## src/rtl/segdrv_pkg.sv

```systemverilog
`timescale 1ns/1ps
package segdrv_pkg;

  localparam int FRAME_BITS = 16;
  localparam int CFG_STEPS  = 5;
  localparam int DIGITS     = 8;
  localparam int SCRIPT_LEN = CFG_STEPS + DIGITS;

  typedef enum logic [2:0] {
    SH_IDLE,
    SH_SET,
    SH_LOW,
    SH_HIGH,
    SH_END
  } sh_state_t;

  // Build a frame word from a 4-bit address and a data byte.
  function automatic logic [FRAME_BITS-1:0] pack_frame(input logic [3:0] addr,
                                                       input logic [7:0] data);
    return {4'h0, addr, data};
  endfunction

  // Power-up script: five configuration writes, then the digit pattern.
  function automatic logic [FRAME_BITS-1:0] script_word(input int unsigned idx);
    logic [FRAME_BITS-1:0] w;
    case (idx)
      0: w = pack_frame(4'h9, 8'hFF);
      1: w = pack_frame(4'hA, 8'h0F);
      2: w = pack_frame(4'hB, 8'h07);
      3: w = pack_frame(4'hC, 8'h01);
      4: w = pack_frame(4'hF, 8'h00);
      default: w = pack_frame(4'(idx - CFG_STEPS + 1), 8'(idx - CFG_STEPS));
    endcase
    return w;
  endfunction

endpackage

```

## src/rtl/segdrv_frame_shifter.sv

```systemverilog
`timescale 1ns/1ps
module segdrv_frame_shifter
  import segdrv_pkg::*;
#(
  parameter int HALF_DIV = 4
) (
  input  logic                  clk,
  input  logic                  rst_n,
  input  logic                  start,
  input  logic [FRAME_BITS-1:0] word,
  output logic                  busy,
  output logic                  done,
  output logic                  load_n,
  output logic                  sclk,
  output logic                  sdo
);

  localparam int CNT_W = $clog2(HALF_DIV + 1);
  localparam int BIT_W = $clog2(FRAME_BITS);
  localparam logic [CNT_W-1:0] CNT_LAST = CNT_W'(HALF_DIV - 1);
  localparam logic [BIT_W-1:0] BIT_LAST = BIT_W'(FRAME_BITS - 1);

  sh_state_t             st;
  logic [CNT_W-1:0]      cnt;
  logic [BIT_W-1:0]      bitn;
  logic [FRAME_BITS-1:0] shreg;
  logic                  phase_end;

  assign phase_end = (cnt == CNT_LAST);

  always_ff @(posedge clk or negedge rst_n) begin
    if (!rst_n) begin
      st    <= SH_IDLE;
      cnt   <= '0;
      bitn  <= '0;
      shreg <= '0;
    end else if (st == SH_IDLE) begin
      if (start) begin
        shreg <= word;
        bitn  <= '0;
        cnt   <= '0;
        st    <= SH_SET;
      end
    end else if (phase_end) begin
      cnt <= '0;
      case (st)
        SH_SET:  st <= SH_LOW;
        SH_LOW:  st <= SH_HIGH;
        SH_HIGH: begin
          if (bitn == BIT_LAST) begin
            st <= SH_END;
          end else begin
            bitn  <= bitn + 1'b1;
            shreg <= {shreg[FRAME_BITS-2:0], 1'b0};
            st    <= SH_SET;
          end
        end
        default: st <= SH_IDLE;
      endcase
    end else begin
      cnt <= cnt + 1'b1;
    end
  end

  assign busy   = (st != SH_IDLE);
  assign done   = (st == SH_END) && phase_end;
  assign load_n = (st == SH_IDLE) || (st == SH_END);
  assign sclk   = (st != SH_LOW);
  assign sdo    = (st == SH_SET || st == SH_LOW || st == SH_HIGH) ? shreg[FRAME_BITS-1] : 1'b0;

  assert_sclk_framed_R3: assert property (@(posedge clk) disable iff (!rst_n)
    !sclk |-> !load_n);

  assert_sdo_stable_at_rise_R3: assert property (@(posedge clk) disable iff (!rst_n)
    $rose(sclk) |-> $stable(sdo));

  assert_no_start_while_busy_R9: assert property (@(posedge clk) disable iff (!rst_n)
    (start && busy) |=> $stable(shreg));

endmodule

```

## src/rtl/segdrv_init_seq.sv

```systemverilog
`timescale 1ns/1ps
module segdrv_init_seq
  import segdrv_pkg::*;
(
  input  logic                  clk,
  input  logic                  rst_n,
  input  logic                  sh_busy,
  input  logic                  sh_done,
  output logic                  running,
  output logic                  issue,
  output logic [FRAME_BITS-1:0] word
);

  localparam int IDX_W = $clog2(SCRIPT_LEN + 1);
  localparam logic [IDX_W-1:0] IDX_END = IDX_W'(SCRIPT_LEN);

  logic [IDX_W-1:0] idx;

  always_ff @(posedge clk or negedge rst_n) begin
    if (!rst_n) begin
      idx <= '0;
    end else if (running && sh_done) begin
      idx <= idx + 1'b1;
    end
  end

  assign running = (idx != IDX_END);
  assign issue   = running && !sh_busy;
  assign word    = script_word(32'(idx));

  assert_script_ends_once_R7: assert property (@(posedge clk) disable iff (!rst_n)
    !running |=> !running);

endmodule

```

## src/rtl/segdrv_serial_master.sv

```systemverilog
`timescale 1ns/1ps
module segdrv_serial_master
  import segdrv_pkg::*;
#(
  parameter int HALF_DIV = 4
) (
  input  logic       clk,
  input  logic       rst_n,
  input  logic       wr_valid,
  input  logic [3:0] wr_addr,
  input  logic [7:0] wr_data,
  output logic       ready,
  output logic       disp_load_n,
  output logic       disp_sclk,
  output logic       disp_sdo
);

  logic                  sh_busy;
  logic                  sh_done;
  logic                  sh_start;
  logic [FRAME_BITS-1:0] sh_word;
  logic                  scr_running;
  logic                  scr_issue;
  logic [FRAME_BITS-1:0] scr_word;
  logic                  user_accept;

  segdrv_init_seq u_seq (
    .clk     (clk),
    .rst_n   (rst_n),
    .sh_busy (sh_busy),
    .sh_done (sh_done),
    .running (scr_running),
    .issue   (scr_issue),
    .word    (scr_word)
  );

  assign ready       = !scr_running && !sh_busy;
  assign user_accept = wr_valid && ready;
  assign sh_start    = scr_issue || user_accept;
  assign sh_word     = scr_running ? scr_word : pack_frame(wr_addr, wr_data);

  segdrv_frame_shifter #(.HALF_DIV(HALF_DIV)) u_shift (
    .clk    (clk),
    .rst_n  (rst_n),
    .start  (sh_start),
    .word   (sh_word),
    .busy   (sh_busy),
    .done   (sh_done),
    .load_n (disp_load_n),
    .sclk   (disp_sclk),
    .sdo    (disp_sdo)
  );

  assert_idle_levels_R5: assert property (@(posedge clk) disable iff (!rst_n)
    ready |-> (disp_load_n && disp_sclk && !disp_sdo));

  assert_accept_drops_ready_R8: assert property (@(posedge clk) disable iff (!rst_n)
    user_accept |=> !ready);

  assert_frame_opens_R2: assert property (@(posedge clk) disable iff (!rst_n)
    user_accept |=> !disp_load_n);

endmodule

```

## config.mk

```make
export PLATFORM = sky130hd
export DESIGN_NAME = segdrv_serial_master
export DESIGN_NICKNAME = d
export VERILOG_FILES = /design/src/rtl/segdrv_pkg.sv /design/src/rtl/segdrv_frame_shifter.sv /design/src/rtl/segdrv_init_seq.sv /design/src/rtl/segdrv_serial_master.sv
export SDC_FILE = /design/constraint.sdc
export NUM_CORES = 1
export LEC_CHECK = 0
export ABC_AREA = 1
export BUFFER_PORTS_ARGS = -buffer_cell sky130_fd_sc_hd__buf_4
export CAP_MARGIN = 25
export CORE_ASPECT_RATIO = 0.8
export CORE_MARGIN = 4
export CORE_UTILIZATION = 52
export CTS_CLUSTER_DIAMETER = 150
export DETAILED_ROUTE_END_ITERATION = 10
export MAX_ROUTING_LAYER = met4
export PLACE_DENSITY = 0.76
export SLEW_MARGIN = 20
export SYNTH_ARGS = -nofsm -noshare
export SYNTH_HDL_FRONTEND = slang
export SYNTH_SLANG_ARGS = --single-unit
```

## constraint.sdc

```tcl
create_clock -name clk -period 4.1 [get_ports clk]
set_clock_uncertainty 0.1 [all_clocks]
set_input_delay 0.82 -clock clk [delete_from_list [all_inputs] [get_ports clk]]
set_output_delay 0.82 -clock clk [all_outputs]
set_load 0.01 [all_outputs]
```

==> flow_metrics.tcl, run 1 <==
set metrics [dict create \
    outcome "completed" \
    final_net_count 270 \
    synth_seq_cells 30 \
    floorplan.die.width_um 73.54 \
    floorplan.initialDensity 0.5587 \
    areaGrowthSynthToFinish_pct 14.01 \
    grt_first_pass_wirelength_mm 6.865 \
    final.min_clock_period_ps 2533 \
    finalSetupViolations 0 \
    path_max_fanout 10 \
    final-max-slew-violation-count 0 \
    drt-total-wl_mm 3.843 \
    dieArea_um2 4444 \
    synth_cells 228 \
    internal-power_w 0.0004391 \
    pin_count 19 \
    synth_top_cells_by_area "dfrtp_1 42%, nand2_1 13%, inv_1 5.5%" \
    setup_total_negative_slack_ps 0 \
    synth_warn 0 \
    vias_in_the_first_global_route 1477 \
    hold_slack_ps 354.5 \
    wl_per_cell_um 13.25 \
    root_buffer "clkbuf_8" \
    grt_max_degree 31 \
    vdd.ir_drop.worst_v 0.0002179 \
    drcViolationCount 0 \
    grt.total_usage 0.2108 \
    antenna_cells 0 \
    cp.required_ps 3180 \
    tritoncts "done" \
    drive_above_1_share 0.1480 \
    cts.sink_count 30 \
    num_rows 18 \
    synth.cell_area_um2 1787 \
    slew_headroom 0.7416 \
    synthesis.nets 249 \
    worst_min_delay_path_class "in2async" \
    power.share.sequential 0.521 \
    numPortBuffers 18 \
    startpoint_type "flop" \
    finalWeightedCongestion 0.9033 \
    p_comb_frac 0.030 \
    total_switching_power_w 0.0001288 \
    netSwitchingFraction 0.2268 \
    layout_worst_path_cycle_share 0.6177 \
    final_worst_setup_slack_ps 1567 \
    worstMarginPinSlew_ps 385.6 \
    critical_path.endpoint_type "primary output" \
    synth-edff-count 0 \
    antenna_found_initial 0 \
    cap_viol_max_count 0 \
    yosysSeqAreaShare 0.4202 \
    vias 1559 \
    ys_types 31 \
    cts.repair_timing.setup_buffer_count 0 \
    floorplan.die.height_um 60.43 \
    synth_top_flop_cell "dfrtp_1" \
    core_area_um2 3198 \
    clkTransAtPathRegs_ps 70 \
    dp_worst_setup_slack_ps 1890 \
    synthesis.area_per_instance_um2 7.836 \
    drt_iter0_drc 102 \
    yosysMostFrequentCell "nand2_1" \
    drt_first_pass_iters 4 \
    average_via_count_per_standard_cell 5.376 \
    setup.worst_path.class "reg2out" \
    post_layout_nonfiller_instances 290 \
    power-per-cell-area_nw_per_um2 278.8 \
    place.detailed.instances 282 \
    total_leakage_power_nw 1.062 \
    cts_inserted_buffers 5 \
    synth.top_cells.by_count "64 x nand2_1, 30 x dfrtp_1, 26 x inv_1" \
    cts_max_path_buffers 2 \
    synthDominantCellAreaShare 0.4202 \
    dp_hpwl_mm 2.769 \
    cts.repair.resized 0 \
    rsz0062_at_grt "false" \
    asyncSetResetFlopFracSynth 1.000 \
    cts-hold-fix-buffers 0 \
    total_grt_overflow 0 \
    yosys.area.top_type "dfrtp_1" \
    timing.fmax_mhz 394.8 \
    worstSkewPairLatency_ps 290 \
    cts_max_level 2 \
    power.share.clock 0.449 \
    antenna_violating_nets_post_route 0 \
    arrival_ps 1610 \
    final_hold_viol_count 0 \
]
cell families (layout without fill, tap and decap cells):
group	count (synthesis)	in the layout	share of synthesized area
adders and majority gates	6	6	0.04202
DFF	30	30	0.4202
xor gates and xnor gates	3	3	0.01471
AOI/OAI and AO/OA	48	48	0.1660
buffers and inverters	32	54	0.07562
and+or+nand+nor	109	109	0.2815
worst max-delay path: stages (launching register included):
cell	delay [ps]
dfrtp_1	420
inv_1	120
ha_1	250
nand3_4	180
nor2_8	220
buf_4	150
state kept, by name, indices dropped and copies added, names as in the netlist:
signal,flops
u_shift.st,3
u_shift.cnt,3
u_seq.idx,4
u_shift.shreg,16
u_shift.bitn,4
layout make-up:
cell class,count,area (um2)
clock buffer,6,82.58
tap,40,50.05
multi-input combinational,166,900.9
fill,288,1161
sequential,30,750.7
clock inverter,2,12.51
timing repair buffer,18,135.1
inverter,28,105.1
stage by stage:
stage / area [um2] / total power [W] / utilization
6_report: 2037 / 0.0005679 / 0.6369
5_1_grt: 2037 / 0.0005933 / 0.6369
4_1_cts: 2037 / 0.0005752 / 0.6369
3_5_place_dp: 1942 / 0.0003188 / 0.6072
3_3_place_gp: 1942 / 0.0003189 / 0.6072
2_1_floorplan: 1787 / 0.0003019 / -
path summary, 6_finish.rpt:
path	from	end	slack, ps	depth (start not counted)
worst max-delay path	u_seq.idx[1]	ready	1570	5
worst max register to register	u_seq.idx[1]	u_shift.bitn[2]	2030	9
worst min register to register	u_shift.shreg[1]	u_shift.shreg[1]	390	2
min in group clk	u_shift.shreg[1]	u_shift.shreg[1]	390	2
worst min-delay path	rst_n	u_shift.cnt[2]	350	1
max in group asynchronous	rst_n	u_shift.shreg[5]	3260	1
cells in the final DEF (no fill, tap or decap), drive strengths merged:
cell type,count
o21ai,20
o21bai,1
o211ai,7
o22ai,4
nand4,2
inv,28
nor2,25
buf,18
a22oi,4
a2bb2oi,1
clkinv,1
a21oi,7
xor2,3
a21boi,3
clkinvlp,1
ha,6
nand3,13
nand2,66
a22o,1
nor3,2
nand3b,1
dfrtp,30
clkbuf,6
layer usage:
| metal | up-vias | wire length [um] | global-route usage |
|---|---|---|---|
| met1 | 724 | 1886 | 0.2975 |
| met2 | 37 | 1709 | 0.2992 |
| met5 | - | 0 | - |
| met4 | 0 | 25 | 0.04910 |
| li1 | 794 | - | - |
| met3 | 4 | 222 | 0.05960 |
power by group through the flow:
stage / registers [W] / clock network [W] / logic (W)
finish: 0.000296 / 0.000255 / 0.0000168
global route: 0.000296 / 0.000279 / 0.0000191
CTS: 0.000296 / 0.000262 / 0.0000173
detailed placement: 0.000301 / 0 / 0.0000173
global placement: 0.000301 / 0 / 0.0000174
floorplan: 0.000302 / 0 / 0.000000280
No activity file was read; power rests on OpenSTA's default activity.
==> inputs of run 2 (changes only) <==
- ABC_AREA: 1 -> 0
- clock period: 4.1 -> 2.6 ns (I/O delays scaled with it)
==> run 2 against run 1 <==
Non-clock buffer count rose by 11. Highest routed layer unchanged. Largest power group unchanged. Final area rose by 4.9%. Critical path type unchanged. Die area rose by 4.3%. Clock power rose by 54%. Setup slack got worse by 1400 ps. Power rose by 56%. Combinational power rose by 50%. Critical path depth rose by 1. Area after synthesis rose by 4.9%. Register-to-register slack got worse by 1800 ps.
==> flow_metrics.tcl, run 2 <==
set metrics [dict create \
    num-fill-cells 312 \
    final.min_clock_period_ps 2432 \
    layout_worst_path_cycle_share 0.9356 \
    power-per-cell-area_nw_per_um2 413.9 \
    vias 1631 \
    synthesis.nets 239 \
    finalSetupViolations 0 \
    floorplan.initialDensity 0.5437 \
    final-max-slew-violation-count 0 \
    synth_top_cells_by_area "dfrtp_1 40%, nand2_1 5.0%, o21ai_0 4.5%" \
    top_register "u_shift.shreg" \
    antenna_found_initial 0 \
    dp_hpwl_mm 2.888 \
    yosysSeqAreaShare 0.4005 \
    cts_max_path_buffers 2 \
    dieArea_um2 4635 \
    slew_headroom 0.7112 \
    drt_iter0_drc 98 \
    antenna_cells 0 \
    final_common_cell "dfrtp_1" \
    synth.top_cells.by_count "30 x dfrtp_1, 25 x nand2_1, 22 x nor2_1" \
    outcome "completed" \
    synth_seq_cells 30 \
    dp_worst_setup_slack_ps 249.0 \
    asyncSetResetFlopFracSynth 1.000 \
    grt.total_usage 0.2069 \
    critPathLaunch "u_seq.idx[1]" \
    cts_max_level 2 \
    synthesis.area_per_instance_um2 8.598 \
    total_grt_overflow 0 \
    average_via_count_per_standard_cell 5.846 \
    critical_path.endpoint_type "primary output" \
    root_buffer "clkbuf_8" \
    synth-edff-count 0 \
    tritoncts "done" \
    startpoint_type "flop" \
    worstSkewPairLatency_ps 280 \
    cts.sink_count 30 \
    synth_cells 218 \
    ys_types 49 \
    rr_startpoint "u_seq.idx[0]" \
    synth_top_flop_cell "dfrtp_1" \
    final_hold_viol_count 0 \
    total_leakage_power_nw 0.8893 \
    floorplan.die.height_um 61.70 \
    areaGrowthSynthToFinish_pct 13.95 \
    drt_first_pass_iters 4 \
    setup_total_negative_slack_ps 0 \
    grt_max_degree 31 \
    arrival_ps 1810 \
    finalWeightedCongestion 0.8040 \
    synth.cell_area_um2 1874 \
    num_rows 19 \
    worst_min_delay_path_class "in2async" \
    top_library_cells_by_usage_in_the_layout_fill_and_taps_aside "30 x dfrtp_1, 29 x buf_4, 25 x nand2_1" \
    cts.repair_timing.setup_buffer_count 0 \
    rsz0062_at_grt "false" \
    reg.largest.list "u_shift.shreg x16, u_seq.idx x4, u_shift.bitn x4" \
    yosys.area.top_type "dfrtp_1" \
    cap_viol_max_count 0 \
    cts-hold-fix-buffers 0 \
    core_area_um2 3447 \
    drcViolationCount 0 \
    antenna_violating_nets_post_route 0 \
    cp.required_ps 1980 \
    drive_above_1_share 0.1772 \
    numPortBuffers 18 \
    vias_in_the_first_global_route 1528 \
    pin_count 19 \
    largest_register_ff_count 16 \
    synthDominantCellAreaShare 0.4005 \
    final_worst_setup_slack_ps 167.5 \
    wl_per_cell_um 14.65 \
    drt-total-wl_mm 4.088 \
    vdd.ir_drop.worst_v 0.0003384 \
    worstMarginPinSlew_ps 429.2 \
    yosysMostFrequentCell "dfrtp_1" \
    floorplan.die.width_um 75.13 \
    grt_first_pass_wirelength_mm 6.948 \
    timing.fmax_mhz 411.1 \
    setup.worst_path.class "reg2out" \
    clkTransAtPathRegs_ps 60 \
    synth_warn 0 \
    final_net_count 257 \
    path_max_fanout 11 \
    cts_inserted_buffers 5 \
    ff2ff_path_depth 7 \
]
run 2: changes by cell type after synthesis, moves of 4 or more:
cell,previous run,this run
a21o_1,0,4
a21oi_1,7,11
a221oi_1,0,5
and2_1,0,4
clkbuf_1,0,10
inv_1,26,5
nand2_1,64,25
nor3_1,1,6
o211ai_1,7,1
xnor2_1,0,5
run 2: through the flow:
step | instance area (um2) | util | total power [W] | hold WS, ps | instances
CTS | 2133 | 0.6189 | 0.0008896 | 70.70 | 279
floorplan | 1874 | - | 0.0004758 | 124.4 | 218
global route | 2136 | 0.6196 | 0.0009077 | 78.61 | 279
global placement | 2042 | 0.5924 | 0.0005013 | 355.0 | 271
finish | 2136 | 0.6196 | 0.0008839 | 52.04 | 279
detailed placement | 2042 | 0.5924 | 0.0005015 | 355.0 | 271
run 2: cell families (layout without fill, tap and decap cells):
family | count (synthesis) | after routing | share of synthesized area
adders and majority gates | 6 | 6 | 0.04005
xor gates and xnor gates | 5 | 5 | 0.02336
muxes | 4 | 4 | 0.02804
AOI/OAI and AO/OA | 62 | 62 | 0.2116
and+or+nand+nor | 88 | 88 | 0.2316
buffers and inverters | 23 | 42 | 0.06475
DFF | 30 | 30 | 0.4005
run 2: final timing paths:
path,to,slack [ps]
setup / recovery,ready,170
hold / removal,u_seq.idx[2],50
setup reg to reg,u_shift.shreg[3],220
hold reg to reg,u_shift.shreg[13],360
max in group asynchronous,u_seq.idx[0],2060
min in group clk,u_shift.shreg[13],360
run 2: layer usage:
metal,routed length (um),track usage,share of wire
met1,2025,0.2860,0.50
met2,1787,0.2928,0.44
met3,209,0.05145,0.051
met4,66,0.07868,0.016
met5,0,-,0
run 2: layout make-up:
class | instances | area (um2) | area share
sequential | 30 | 750.7 | 0.3515
timing repair buffer | 29 | 217.7 | 0.1019
tap | 42 | 52.55 | 0.02460
clock buffer | 7 | 86.33 | 0.04042
inverter | 5 | 18.77 | 0.008787
multi-input combinational | 165 | 1005 | 0.4704
clock inverter | 1 | 5.005 | 0.002343
run 2: power by group:
group           total, W  internal [W]  switching (W)  leakage [nW]
Sequential      0.000467      0.000467              0         0.342
Combinational  0.0000252     0.0000134      0.0000118         0.500
Clock           0.000392      0.000213       0.000179        0.0482
run 2: critical path, stage by stage, from the launching register on:
cell	delay [ps]
dfrtp_1	480
inv_1	150
ha_1	170
buf_4	180
nand3_1	120
nor2_2	250
buf_4	170
run 2: what timing repair did:
item | CTS | global route
endpoints found under the hold margin | 0 | 0
endpoints found under the setup margin | 0 | 1
gates resized for setup | 0 | 1
